===== src/rtl/pdseq_pkg.sv =====
package pdseq_pkg;

    typedef enum logic [1:0] {
        ST_RUN  = 2'd0,
        ST_PARK = 2'd1,
        ST_OFF  = 2'd2,
        ST_WAKE = 2'd3
    } seq_state_e;

    // bits needed to hold the value n (at least one)
    function automatic int unsigned cnt_w(input int unsigned n);
        return (n < 2) ? 1 : $clog2(n + 1);
    endfunction

endpackage


===== src/rtl/pdseq_sync.sv =====
module pdseq_sync #(
    parameter logic RST_VAL = 1'b0
) (
    input  logic clk,
    input  logic rst,
    input  logic d,
    output logic q
);
    logic stage1;

    always_ff @(posedge clk) begin
        if (rst) begin
            stage1 <= RST_VAL;
            q      <= RST_VAL;
        end else begin
            stage1 <= d;
            q      <= stage1;
        end
    end
endmodule


===== src/rtl/pdseq_div.sv =====
module pdseq_div
    import pdseq_pkg::*;
#(
    parameter int unsigned HALF = 1
) (
    input  logic clk,
    input  logic rst,
    input  logic run,
    output logic phase,
    output logic phase_nxt
);
    localparam int unsigned CW = cnt_w(HALF - 1);

    logic [CW-1:0] cnt_q, cnt_d;

    always_comb begin
        if (!run) begin
            cnt_d     = '0;
            phase_nxt = 1'b0;
        end else if (cnt_q == CW'(HALF - 1)) begin
            cnt_d     = '0;
            phase_nxt = ~phase;
        end else begin
            cnt_d     = cnt_q + 1'b1;
            phase_nxt = phase;
        end
    end

    always_ff @(posedge clk) begin
        if (rst) begin
            cnt_q <= '0;
            phase <= 1'b0;
        end else begin
            cnt_q <= cnt_d;
            phase <= phase_nxt;
        end
    end
endmodule


===== src/rtl/pdseq_gate.sv =====
module pdseq_gate (
    input  logic clk,
    input  logic rst,
    input  logic phase,
    input  logic phase_nxt,
    input  logic want,
    output logic clk_out,
    output logic gate_on
);
    logic gate_q, gate_d;

    // the gate may only change while the source phase is low
    always_comb gate_d = phase ? gate_q : want;

    always_ff @(posedge clk) begin
        if (rst) begin
            gate_q  <= 1'b0;
            clk_out <= 1'b0;
        end else begin
            gate_q  <= gate_d;
            clk_out <= phase_nxt & gate_d;
        end
    end

    assign gate_on = gate_q;

    // an output edge down must coincide with the source going low
    assert_no_runt_R6: assert property (@(posedge clk) disable iff (rst)
        $fell(clk_out) |-> !phase);

    assert_rise_full_R6: assert property (@(posedge clk) disable iff (rst)
        $rose(clk_out) |-> phase);
endmodule


===== src/rtl/pdseq_fsm.sv =====
module pdseq_fsm
    import pdseq_pkg::*;
#(
    parameter int unsigned WAKE_CYC = 16
) (
    input  logic       clk,
    input  logic       rst,
    input  logic       pd_act,
    input  logic       all_off,
    input  logic       pll_lock,
    output seq_state_e state
);
    localparam int unsigned WW = cnt_w(WAKE_CYC);

    seq_state_e    state_d;
    logic [WW-1:0] wcnt_q;
    logic          settled;

    assign settled = (wcnt_q == WW'(WAKE_CYC - 1));

    always_comb begin
        state_d = state;
        unique case (state)
            ST_RUN:  if (pd_act) state_d = ST_PARK;
            ST_PARK: if (all_off) state_d = ST_OFF;
            ST_OFF:  if (!pd_act) state_d = ST_WAKE;
            ST_WAKE: begin
                if (pd_act) state_d = ST_PARK;
                else if (settled && pll_lock) state_d = ST_RUN;
            end
            default: state_d = ST_OFF;
        endcase
    end

    always_ff @(posedge clk) begin
        if (rst) begin
            state  <= ST_OFF;
            wcnt_q <= '0;
        end else begin
            state <= state_d;
            if (state == ST_WAKE) begin
                if (!settled) wcnt_q <= wcnt_q + 1'b1;
            end else begin
                wcnt_q <= '0;
            end
        end
    end

    assert_run_after_settle_R3: assert property (@(posedge clk) disable iff (rst)
        (state == ST_WAKE && state_d == ST_RUN) |-> (settled && pll_lock));
endmodule


===== src/rtl/clkgen_pd_seq.sv =====
module clkgen_pd_seq
    import pdseq_pkg::*;
#(
    parameter int unsigned NCPU     = 4,
    parameter int unsigned NPCI     = 7,
    parameter int unsigned NREF     = 3,
    parameter int unsigned CPU_HALF = 1,
    parameter int unsigned PCI_HALF = 2,
    parameter int unsigned REF_HALF = 5,
    parameter int unsigned WAKE_CYC = 400000
) (
    input  logic            clk,
    input  logic            rst,
    input  logic            pd_req_n,
    input  logic            cpu_stop_n,
    input  logic            pci_stop_n,
    input  logic            pll_lock,
    output logic            osc_en,
    output logic            pll_en,
    output logic [NCPU-1:0] cpu_clk,
    output logic [NPCI-1:0] pci_clk,
    output logic            pcif_clk,
    output logic [NREF-1:0] ref_clk
);
    localparam int unsigned NOUT     = NCPU + NPCI + 1 + NREF;
    localparam int unsigned PCI_BASE = NCPU;
    localparam int unsigned PCIF_IDX = NCPU + NPCI;
    localparam int unsigned REF_BASE = NCPU + NPCI + 1;
    localparam int unsigned PCW      = cnt_w(CPU_HALF + 1);

    logic            pd_ok, cpu_go, pci_go;
    seq_state_e      state;
    logic [NOUT-1:0] gate_on;
    logic            all_off;
    logic            cpu_ph, cpu_ph_nxt, pci_ph, pci_ph_nxt, ref_ph, ref_ph_nxt;
    logic            want_cpu, want_pci, want_run;
    logic [PCW-1:0]  park_cnt;
    logic [NOUT-1:0] outs_all;

    // power-down sync resets to "request active"
    pdseq_sync #(.RST_VAL(1'b0)) u_sync_pd  (.clk(clk), .rst(rst), .d(pd_req_n),   .q(pd_ok));
    pdseq_sync #(.RST_VAL(1'b1)) u_sync_cpu (.clk(clk), .rst(rst), .d(cpu_stop_n), .q(cpu_go));
    pdseq_sync #(.RST_VAL(1'b1)) u_sync_pci (.clk(clk), .rst(rst), .d(pci_stop_n), .q(pci_go));

    assign all_off = ~|gate_on;

    pdseq_fsm #(.WAKE_CYC(WAKE_CYC)) u_fsm (
        .clk(clk), .rst(rst), .pd_act(!pd_ok), .all_off(all_off),
        .pll_lock(pll_lock), .state(state)
    );

    assign osc_en = (state != ST_OFF);
    assign pll_en = (state != ST_OFF);

    // stop requests only matter while running; power-down overrides them
    assign want_run = (state == ST_RUN);
    assign want_cpu = want_run && cpu_go;
    assign want_pci = want_run && pci_go;

    pdseq_div #(.HALF(CPU_HALF)) u_div_cpu (.clk(clk), .rst(rst), .run(pll_en),
        .phase(cpu_ph), .phase_nxt(cpu_ph_nxt));
    pdseq_div #(.HALF(PCI_HALF)) u_div_pci (.clk(clk), .rst(rst), .run(pll_en),
        .phase(pci_ph), .phase_nxt(pci_ph_nxt));
    pdseq_div #(.HALF(REF_HALF)) u_div_ref (.clk(clk), .rst(rst), .run(osc_en),
        .phase(ref_ph), .phase_nxt(ref_ph_nxt));

    for (genvar i = 0; i < NCPU; i++) begin : g_cpu
        pdseq_gate u_gate (.clk(clk), .rst(rst), .phase(cpu_ph), .phase_nxt(cpu_ph_nxt),
            .want(want_cpu), .clk_out(cpu_clk[i]), .gate_on(gate_on[i]));
    end

    for (genvar i = 0; i < NPCI; i++) begin : g_pci
        pdseq_gate u_gate (.clk(clk), .rst(rst), .phase(pci_ph), .phase_nxt(pci_ph_nxt),
            .want(want_pci), .clk_out(pci_clk[i]), .gate_on(gate_on[PCI_BASE+i]));
    end

    pdseq_gate u_gate_pcif (.clk(clk), .rst(rst), .phase(pci_ph), .phase_nxt(pci_ph_nxt),
        .want(want_run), .clk_out(pcif_clk), .gate_on(gate_on[PCIF_IDX]));

    for (genvar i = 0; i < NREF; i++) begin : g_ref
        pdseq_gate u_gate (.clk(clk), .rst(rst), .phase(ref_ph), .phase_nxt(ref_ph_nxt),
            .want(want_run), .clk_out(ref_clk[i]), .gate_on(gate_on[REF_BASE+i]));
    end

    // cycles spent in PARK, saturating
    always_ff @(posedge clk) begin
        if (rst) begin
            park_cnt <= '0;
        end else if (state == ST_PARK) begin
            if (park_cnt != PCW'(CPU_HALF + 1)) park_cnt <= park_cnt + 1'b1;
        end else begin
            park_cnt <= '0;
        end
    end

    assign outs_all = {ref_clk, pcif_clk, pci_clk, cpu_clk};

    assert_osc_after_park_R4: assert property (@(posedge clk) disable iff (rst)
        $fell(osc_en) |-> (outs_all == '0 && $past(outs_all) == '0));

    assert_cpu_park_latency_R5: assert property (@(posedge clk) disable iff (rst)
        (state == ST_PARK && park_cnt == PCW'(CPU_HALF + 1)) |-> (cpu_clk == '0));

    assert_off_silent_R7: assert property (@(posedge clk) disable iff (rst)
        (state == ST_OFF) |-> (outs_all == '0));

    assert_wake_closed_R3: assert property (@(posedge clk) disable iff (rst)
        (state == ST_WAKE) |-> (gate_on == '0 && outs_all == '0));
endmodule


===== config.mk =====
export PLATFORM = sky130hd
export DESIGN_NAME = clkgen_pd_seq
export DESIGN_NICKNAME = d
export VERILOG_FILES = /design/src/rtl/pdseq_pkg.sv /design/src/rtl/pdseq_sync.sv /design/src/rtl/pdseq_div.sv /design/src/rtl/pdseq_gate.sv /design/src/rtl/pdseq_fsm.sv /design/src/rtl/clkgen_pd_seq.sv
export SDC_FILE = /design/constraint.sdc
export NUM_CORES = 1
export LEC_CHECK = 0
export ABC_AREA = 0
export BUFFER_PORTS_ARGS = -buffer_cell sky130_fd_sc_hd__buf_2
export CORE_MARGIN = 4
export CORE_UTILIZATION = 52
export CTS_CLUSTER_DIAMETER = 60
export DETAILED_ROUTE_END_ITERATION = 6
export MAX_ROUTING_LAYER = met4
export PLACE_DENSITY = 0.71
export SLEW_MARGIN = 40
export SYNTH_ARGS = -nofsm -noshare
export SYNTH_HDL_FRONTEND = slang
export SYNTH_SLANG_ARGS = --single-unit

===== constraint.sdc =====
create_clock -name clk -period 2.94 [get_ports clk]
set_input_delay 0.294 -clock clk [delete_from_list [all_inputs] [get_ports clk]]
set_output_delay 0.294 -clock clk [all_outputs]
set_load 0.05 [all_outputs]

==> results_dict.tcl, run 1 <==
set metrics [dict create \
    status "complete, no violations" \
    grtUsageTotal_pct 15.0 \
    holdCritStartpoint "cpu_stop_n" \
    antenna_found_initial 0 \
    synthCells 266 \
    io_buffers 22 \
    rows 25 \
    ys_seq_elements 65 \
    io_pins 23 \
    cp-end-kind "output pin" \
    grt_overflow 0 \
    drc 0 \
    fin_cells 348 \
    r2r_slack_ns 1.25 \
    worst-path-max-fanout 6 \
    crit_slowest_cell "dfxtp_1" \
    first_pass_iters 4 \
    vias 1689 \
    synth_area_sq_um 2610 \
    tns_ns 0 \
    initial_utilization_pct 54.5 \
    post-place-ws_ns 1.27 \
    hold_ws_ns 0.139 \
    report.final.slew_viol_count 0 \
    drtIter0Drc 83 \
    critPathArrivalTime_ns 1.44 \
    cp-start-kind "register" \
    cp_cell_sequence "inv_1 -> ha_1 -> inv_1 -> buf_2" \
    post-place-cells 333 \
    hold_violations 0 \
    fin_skew_ns 0.00393 \
    cp.buffers_inverters 3 \
    cts-root-buf "clkbuf_8" \
    vdd_drop_max_mv 0.440 \
    n_antenna_cell 0 \
    die_x_um 78.8 \
    power.leakage_nw 1.12 \
    grt_pass1_wl_um 6940 \
    cts_tree "done" \
    rr_endpoint "u_fsm.state[1]$_SDFFE_PP1P_" \
    path_clk_slew_ns 0.06 \
    avgSynthCellArea_sq_um 9.80 \
    worstReg2RegStart "u_fsm.wcnt_q[0]$_SDFFE_PP0P_" \
    cts_setup_buffers 0 \
    fmax_mhz 576 \
    finalPower_mw 2.22 \
    dpl.hpwl_um 2870 \
    finalWorstSetupSlack_ns 1.20 \
    whs_path_depth 2 \
    min_period_ns 1.74 \
    holdBufCountCts 0 \
    tightestPinTransition_ns 0.728 \
    synth_cell_type_count 44 \
    fp.dieH_um 78.8 \
    fin_crit_sh_pct 59.1 \
    rsz0062_at_grt "no" \
    crit_family "buffers and inverters" \
    dieArea_sq_um 6210 \
    gp_congestion 0.852 \
    regArea_sq_um 1300 \
    r2r_cells 5 \
    drive_above_1_share_pct 18.5 \
    clk_path_buf_depth 2 \
    path_common_cell "inv_1" \
    clock_latency_ns 0.33 \
    whs_endpoint "u_sync_cpu.stage1$_SDFF_PP1_" \
    async_flop_share_pct 0 \
    dominantRegCellSynth "dfxtp_1" \
    setup.worst_path.class "register to output pin" \
    hold_path.class "primary input to register" \
    clkSinkCount 65 \
    via_per_inst 4.85 \
    cts_resized 0 \
    ys_warn_count 0 \
    coreArea_sq_um 4790 \
    numCtsBuffers 9 \
    drv_cap 0 \
    avgRoutedWirePerCell_um 11.5 \
    seq_area_frac_synth_pct 49.9 \
    htreeDepth 3 \
    syn_nets 279 \
    timing.slew.headroom_pct 51.5 \
    drtAntennaViolNets 0 \
    dpl_cell_area_sq_um 2650 \
    grt_pass1_vias 1531 \
    postLayoutCoreUtil_pct 59.2 \
    layout.nets 290 \
    synth-edff-count 0 \
    critPathRequiredTime_ns 2.65 \
    powerDensity_nw_per_um2 784 \
    n_fill_cell 421 \
    grt_max_degree 27 \
    finalSetupViolCount 0 \
    fin_area_sq_um 2840 \
    area_growth_syn_to_layout_pct 8.79 \
    routed_wl_um 3990 \
    cp_slowest_stage_delay_ns 0.42 \
    multi_input_area_sq_um 1120 \
]
cells in the mapped netlist (2+ instances only):
library cell / instances / area [sq um]
ha_1: 7 / 87.6
mux2i_1: 3 / 30.0
and3_1: 5 / 31.3
and2_1: 7 / 43.8
nor2_1: 42 / 158
nor3_1: 3 / 15.0
dfxtp_1: 65 / 1300
o2111ai_1: 3 / 26.3
or2_2: 5 / 31.3
nor2b_1: 2 / 12.5
nand2_1: 15 / 56.3
nand4_1: 4 / 25.0
o21ai_0: 2 / 10.0
nor4_1: 4 / 25.0
nand3_4: 2 / 35.0
and4_1: 2 / 17.5
inv_1: 10 / 37.5
xnor2_1: 7 / 61.3
clkbuf_1: 6 / 22.5
and4_4: 2 / 22.5
nand3_1: 4 / 20.0
xor2_1: 13 / 114
a21oi_1: 17 / 85.1
buf_4: 15 / 113
nand2b_1: 2 / 12.5
placed cells by master (no fill, tap or decap), types with 5 or more instances in the layout:
cell,count
nand2_1,15
buf_2,22
and2_1,7
nor2_1,42
inv_1,10
xnor2_1,7
a21oi_1,17
ha_1,7
or2_2,5
dfxtp_1,65
and3_1,5
clkbuf_8,12
xor2_1,13
layout make-up:
type	instances	share of cell area, %
clock buffer	13	5.96
clock inverter	2	0.441
inverter	10	1.32
multi-input combinational	169	39.5
sequential	65	45.9
tap	67	2.96
timing repair buffer	22	3.88
logic make-up after synthesis:
family / count (synthesis) / synth area share (%)
AND/OR/NAND/NOR: 109 / 24.4
other: 1 / 0.144
buffers and inverters: 32 / 7.06
XOR/XNOR: 20 / 6.72
adder cells (fa/ha/maj): 7 / 3.36
flip-flops: 65 / 49.9
AO/OA/AOI/OAI: 29 / 7.25
multiplexers: 3 / 1.15
worst max path at each step:
stage	end	cells after the start	slack [ns]	startpoint
after floorplan	pll_en	4	1.34	u_fsm.state[0]$_SDFFE_PP0P_
after global placement	u_fsm.state[1]$_SDFFE_PP1P_	5	1.32	u_fsm.wcnt_q[0]$_SDFFE_PP0P_
after detailed placement	u_fsm.state[1]$_SDFFE_PP1P_	5	1.27	u_fsm.wcnt_q[0]$_SDFFE_PP0P_
after CTS	osc_en	4	1.17	u_fsm.state[0]$_SDFFE_PP0P_
after global routing	osc_en	4	1.05	u_fsm.state[0]$_SDFFE_PP0P_
final	osc_en	4	1.20	u_fsm.state[0]$_SDFFE_PP0P_
layer usage:
layer	global-route usage, %	part of all wire (%)	vias up
met5	-	0	-
met4	7.87	2.0	0
met3	6.24	5.7	8
met2	21.1	43	31
met1	18.2	49	752
li1	-	-	898
flip-flops by register name, indices dropped and copies added (netlist names), 2 cells and up:
signal and count:
g_cpu.u_gate.clk_out 4, g_cpu.u_gate.gate_on 4, g_pci.u_gate.clk_out 7, g_pci.u_gate.gate_on 7, g_ref.u_gate.clk_out 3, g_ref.u_gate.gate_on 3
u_div_ref.cnt_q 3, u_fsm.state 2, u_fsm.wcnt_q 19
worst register-to-register path, cell delays in order (launching register included):
cell and delay, ns:
dfxtp_1 0.42, ha_1 0.33, nand3_4 0.19, o211ai_4 0.25, a21oi_1 0.09, a311o_1 0.31
where the power goes:
group / total (mW) / leakage, nW / internal (mW) / switching, mW
logic: 0.513 / 0.500 / 0.164 / 0.349
clock network: 0.676 / 0.0915 / 0.369 / 0.307
registers: 1.03 / 0.528 / 0.971 / 0.0637
Power figures use the tool's default switching activity.
==> inputs of run 2 (changes only) <==
--- a/config.mk
+++ b/config.mk
@@ -12,7 +12,7 @@
 export CTS_CLUSTER_DIAMETER = 60
 export DETAILED_ROUTE_END_ITERATION = 6
 export MAX_ROUTING_LAYER = met4
-export PLACE_DENSITY = 0.71
+export PLACE_DENSITY = 0.74
 export SLEW_MARGIN = 40
 export SYNTH_ARGS = -nofsm -noshare
 export SYNTH_HDL_FRONTEND = slang
==> constraint.sdc (replaced) <==
create_clock -name clk -period 1.5 [get_ports clk]
set_input_delay 0.15 -clock clk [delete_from_list [all_inputs] [get_ports clk]]
set_output_delay 0.15 -clock clk [all_outputs]
set_load 0.05 [all_outputs]
==> results_dict.tcl, run 2 (synthesis results as in run 1) <==
set metrics [dict create \
    status "finished with violations" \
    failed_checks "setup timing" \
    finalWorstSetupSlack_ns -0.0254 \
    finalPower_mw 5.08 \
    fin_skew_ns 0.00592 \
    whs_path_depth 2 \
    vias 1869 \
    layout_commonest_cell "dfxtp_1" \
    hold_path.class "primary input to register" \
    fp.dieH_um 78.8 \
    cp-end-kind "register" \
    rows 25 \
    initial_utilization_pct 54.5 \
    drc 0 \
    r2r_slack_ns -0.03 \
    worstReg2RegStart "u_fsm.wcnt_q[14]$_SDFFE_PP0P_" \
    report.final.slew_viol_count 0 \
    clock_latency_ns 0.34 \
    drv_cap 0 \
    grtUsageMet1_pct 21.3 \
    regMostFlops "u_fsm.wcnt_q" \
    grtUsageTotal_pct 17.5 \
    hold_violations 0 \
    rr_endpoint "u_fsm.wcnt_q[15]$_SDFFE_PP0P_" \
    drive_above_1_share_pct 31.7 \
    r2r_cells 5 \
    grt_pass1_wl_um 8130 \
    most-common-layout-cells "dfxtp_1, nor2_1, buf_4" \
    grt.busiest_layer "met2" \
    hold_ws_ns 0.0352 \
    whs_endpoint "u_sync_pd.stage1$_SDFF_PP0_" \
    worst-path-max-fanout 5 \
    cp_cell_sequence "nor4_4 -> nand4_1 -> nand4b_1 -> xor2_1 -> nor2_1" \
    critPathArrivalTime_ns 1.75 \
    vdd_drop_max_mv 0.775 \
    holdCritStartpoint "pd_req_n" \
    fin_cells 377 \
    min_period_ns 1.53 \
    antenna_found_initial 0 \
    routed_wl_um 4730 \
    rsz0062_at_grt "yes" \
    n_fill_cell 367 \
    numCtsBuffers 9 \
    io_pins 23 \
    grt_pass1_vias 1813 \
    via_per_inst 4.96 \
    cts_tree "done" \
    grt_max_degree 20 \
    cp.buffers_inverters 0 \
    gp_congestion 0.817 \
    crit_slowest_cell "dfxtp_4" \
    htreeDepth 3 \
    largest_reg_flops 19 \
    path_clk_slew_ns 0.08 \
    post-place-ws_ns -0.0563 \
    first_pass_iters 4 \
    multi_input_area_sq_um 1190 \
    area_growth_syn_to_layout_pct 22.4 \
    regArea_sq_um 1310 \
    layout.nets 317 \
    power.leakage_nw 1.31 \
    avgRoutedWirePerCell_um 12.6 \
    use_met2_pct 25.4 \
    coreArea_sq_um 4790 \
    post-place-cells 357 \
    critPathRequiredTime_ns 1.73 \
    grt_overflow 0 \
    dieArea_sq_um 6210 \
    finalSetupViolCount 2 \
    drtAntennaViolNets 0 \
    dpl.hpwl_um 3170 \
    cp_slowest_stage_delay_ns 0.35 \
    crit_family "simple AND/OR/NAND/NOR gates" \
    cp-start-kind "register" \
    setup.worst_path.class "register to register" \
    clkSinkCount 65 \
    powerDensity_nw_per_um2 1590 \
    fmax_mhz 656 \
    clk_path_buf_depth 2 \
    gr-usage-met3_pct 3.74 \
    io_buffers 22 \
    fin_crit_sh_pct 102 \
    drtIter0Drc 84 \
    die_x_um 78.8 \
    cts-root-buf "clkbuf_8" \
]
==> run 2: how the worst max path moves through the flow <==
stage	from	slack [ns]	cells past startpoint	to
after floorplan	u_fsm.wcnt_q[0]$_SDFFE_PP0P_	0.01	6	u_fsm.wcnt_q[1]$_SDFFE_PP0P_
after global placement	g_pci[2].u_gate.gate_on$_SDFF_PP0_	-0.05	5	u_fsm.state[1]$_SDFFE_PP1P_
after detailed placement	u_fsm.wcnt_q[10]$_SDFFE_PP0P_	-0.06	5	u_fsm.state[1]$_SDFFE_PP1P_
after CTS	u_fsm.wcnt_q[8]$_SDFFE_PP0P_	-0.04	5	u_fsm.state[1]$_SDFFE_PP1P_
after global routing	u_fsm.wcnt_q[8]$_SDFFE_PP0P_	-0.14	5	u_fsm.wcnt_q[15]$_SDFFE_PP0P_
final	u_fsm.wcnt_q[14]$_SDFFE_PP0P_	-0.03	5	u_fsm.wcnt_q[15]$_SDFFE_PP0P_
==> run 2: timing repair <==
action,in CTS,in global routing
hold endpoints to repair,2,0
hold buffers,2,0
endpoints found under the setup margin,7,27
gates cloned,0,0
resized for setup,7,17
buffers inserted,1,0
pin swaps,4,15
==> run 2: through the flow <==
step	cell area [sq um]	utilization, %	TNS, ns
finish	3190	66.6	-0.0444
global route	3190	66.6	-1.35
CTS	3120	65.1	-0.0685
detailed placement	2840	59.3	-0.0563
global placement	2840	59.3	-0.0514
floorplan	2610	-	0
==> run 2: metal layers <==
layer / up-vias / share of wire [%]
met5: - / 0
met4: 0 / 3.5
met3: 13 / 3.1
met2: 28 / 46
met1: 864 / 47
li1: 964 / -
==> run 2: final cells by class <==
cell class                      instances  share of cell area (%)
Sequential cell                        65                    41.1
Antenna cell                            1                  0.0785
Inverter                               10                    1.26
Clock inverter                          6                    2.86
Timing Repair Buffer                   49                    10.5
Tap cell                               67                    2.63
Multi-Input combinational cell        169                    37.3
Clock buffer                           10                    4.32
==> run 2: where the power goes <==
group | switching [mW] | internal, mW
Clock | 0.688 | 0.986
Sequential | 0.122 | 1.90
Combinational | 0.822 | 0.559
==> run 2: worst reg2reg max path, delay by kind of cell (launching register included) <==
family        cells  cell delay (ns)
simple gates      4             0.89
flops             1             0.35
xor+xnor          1             0.17
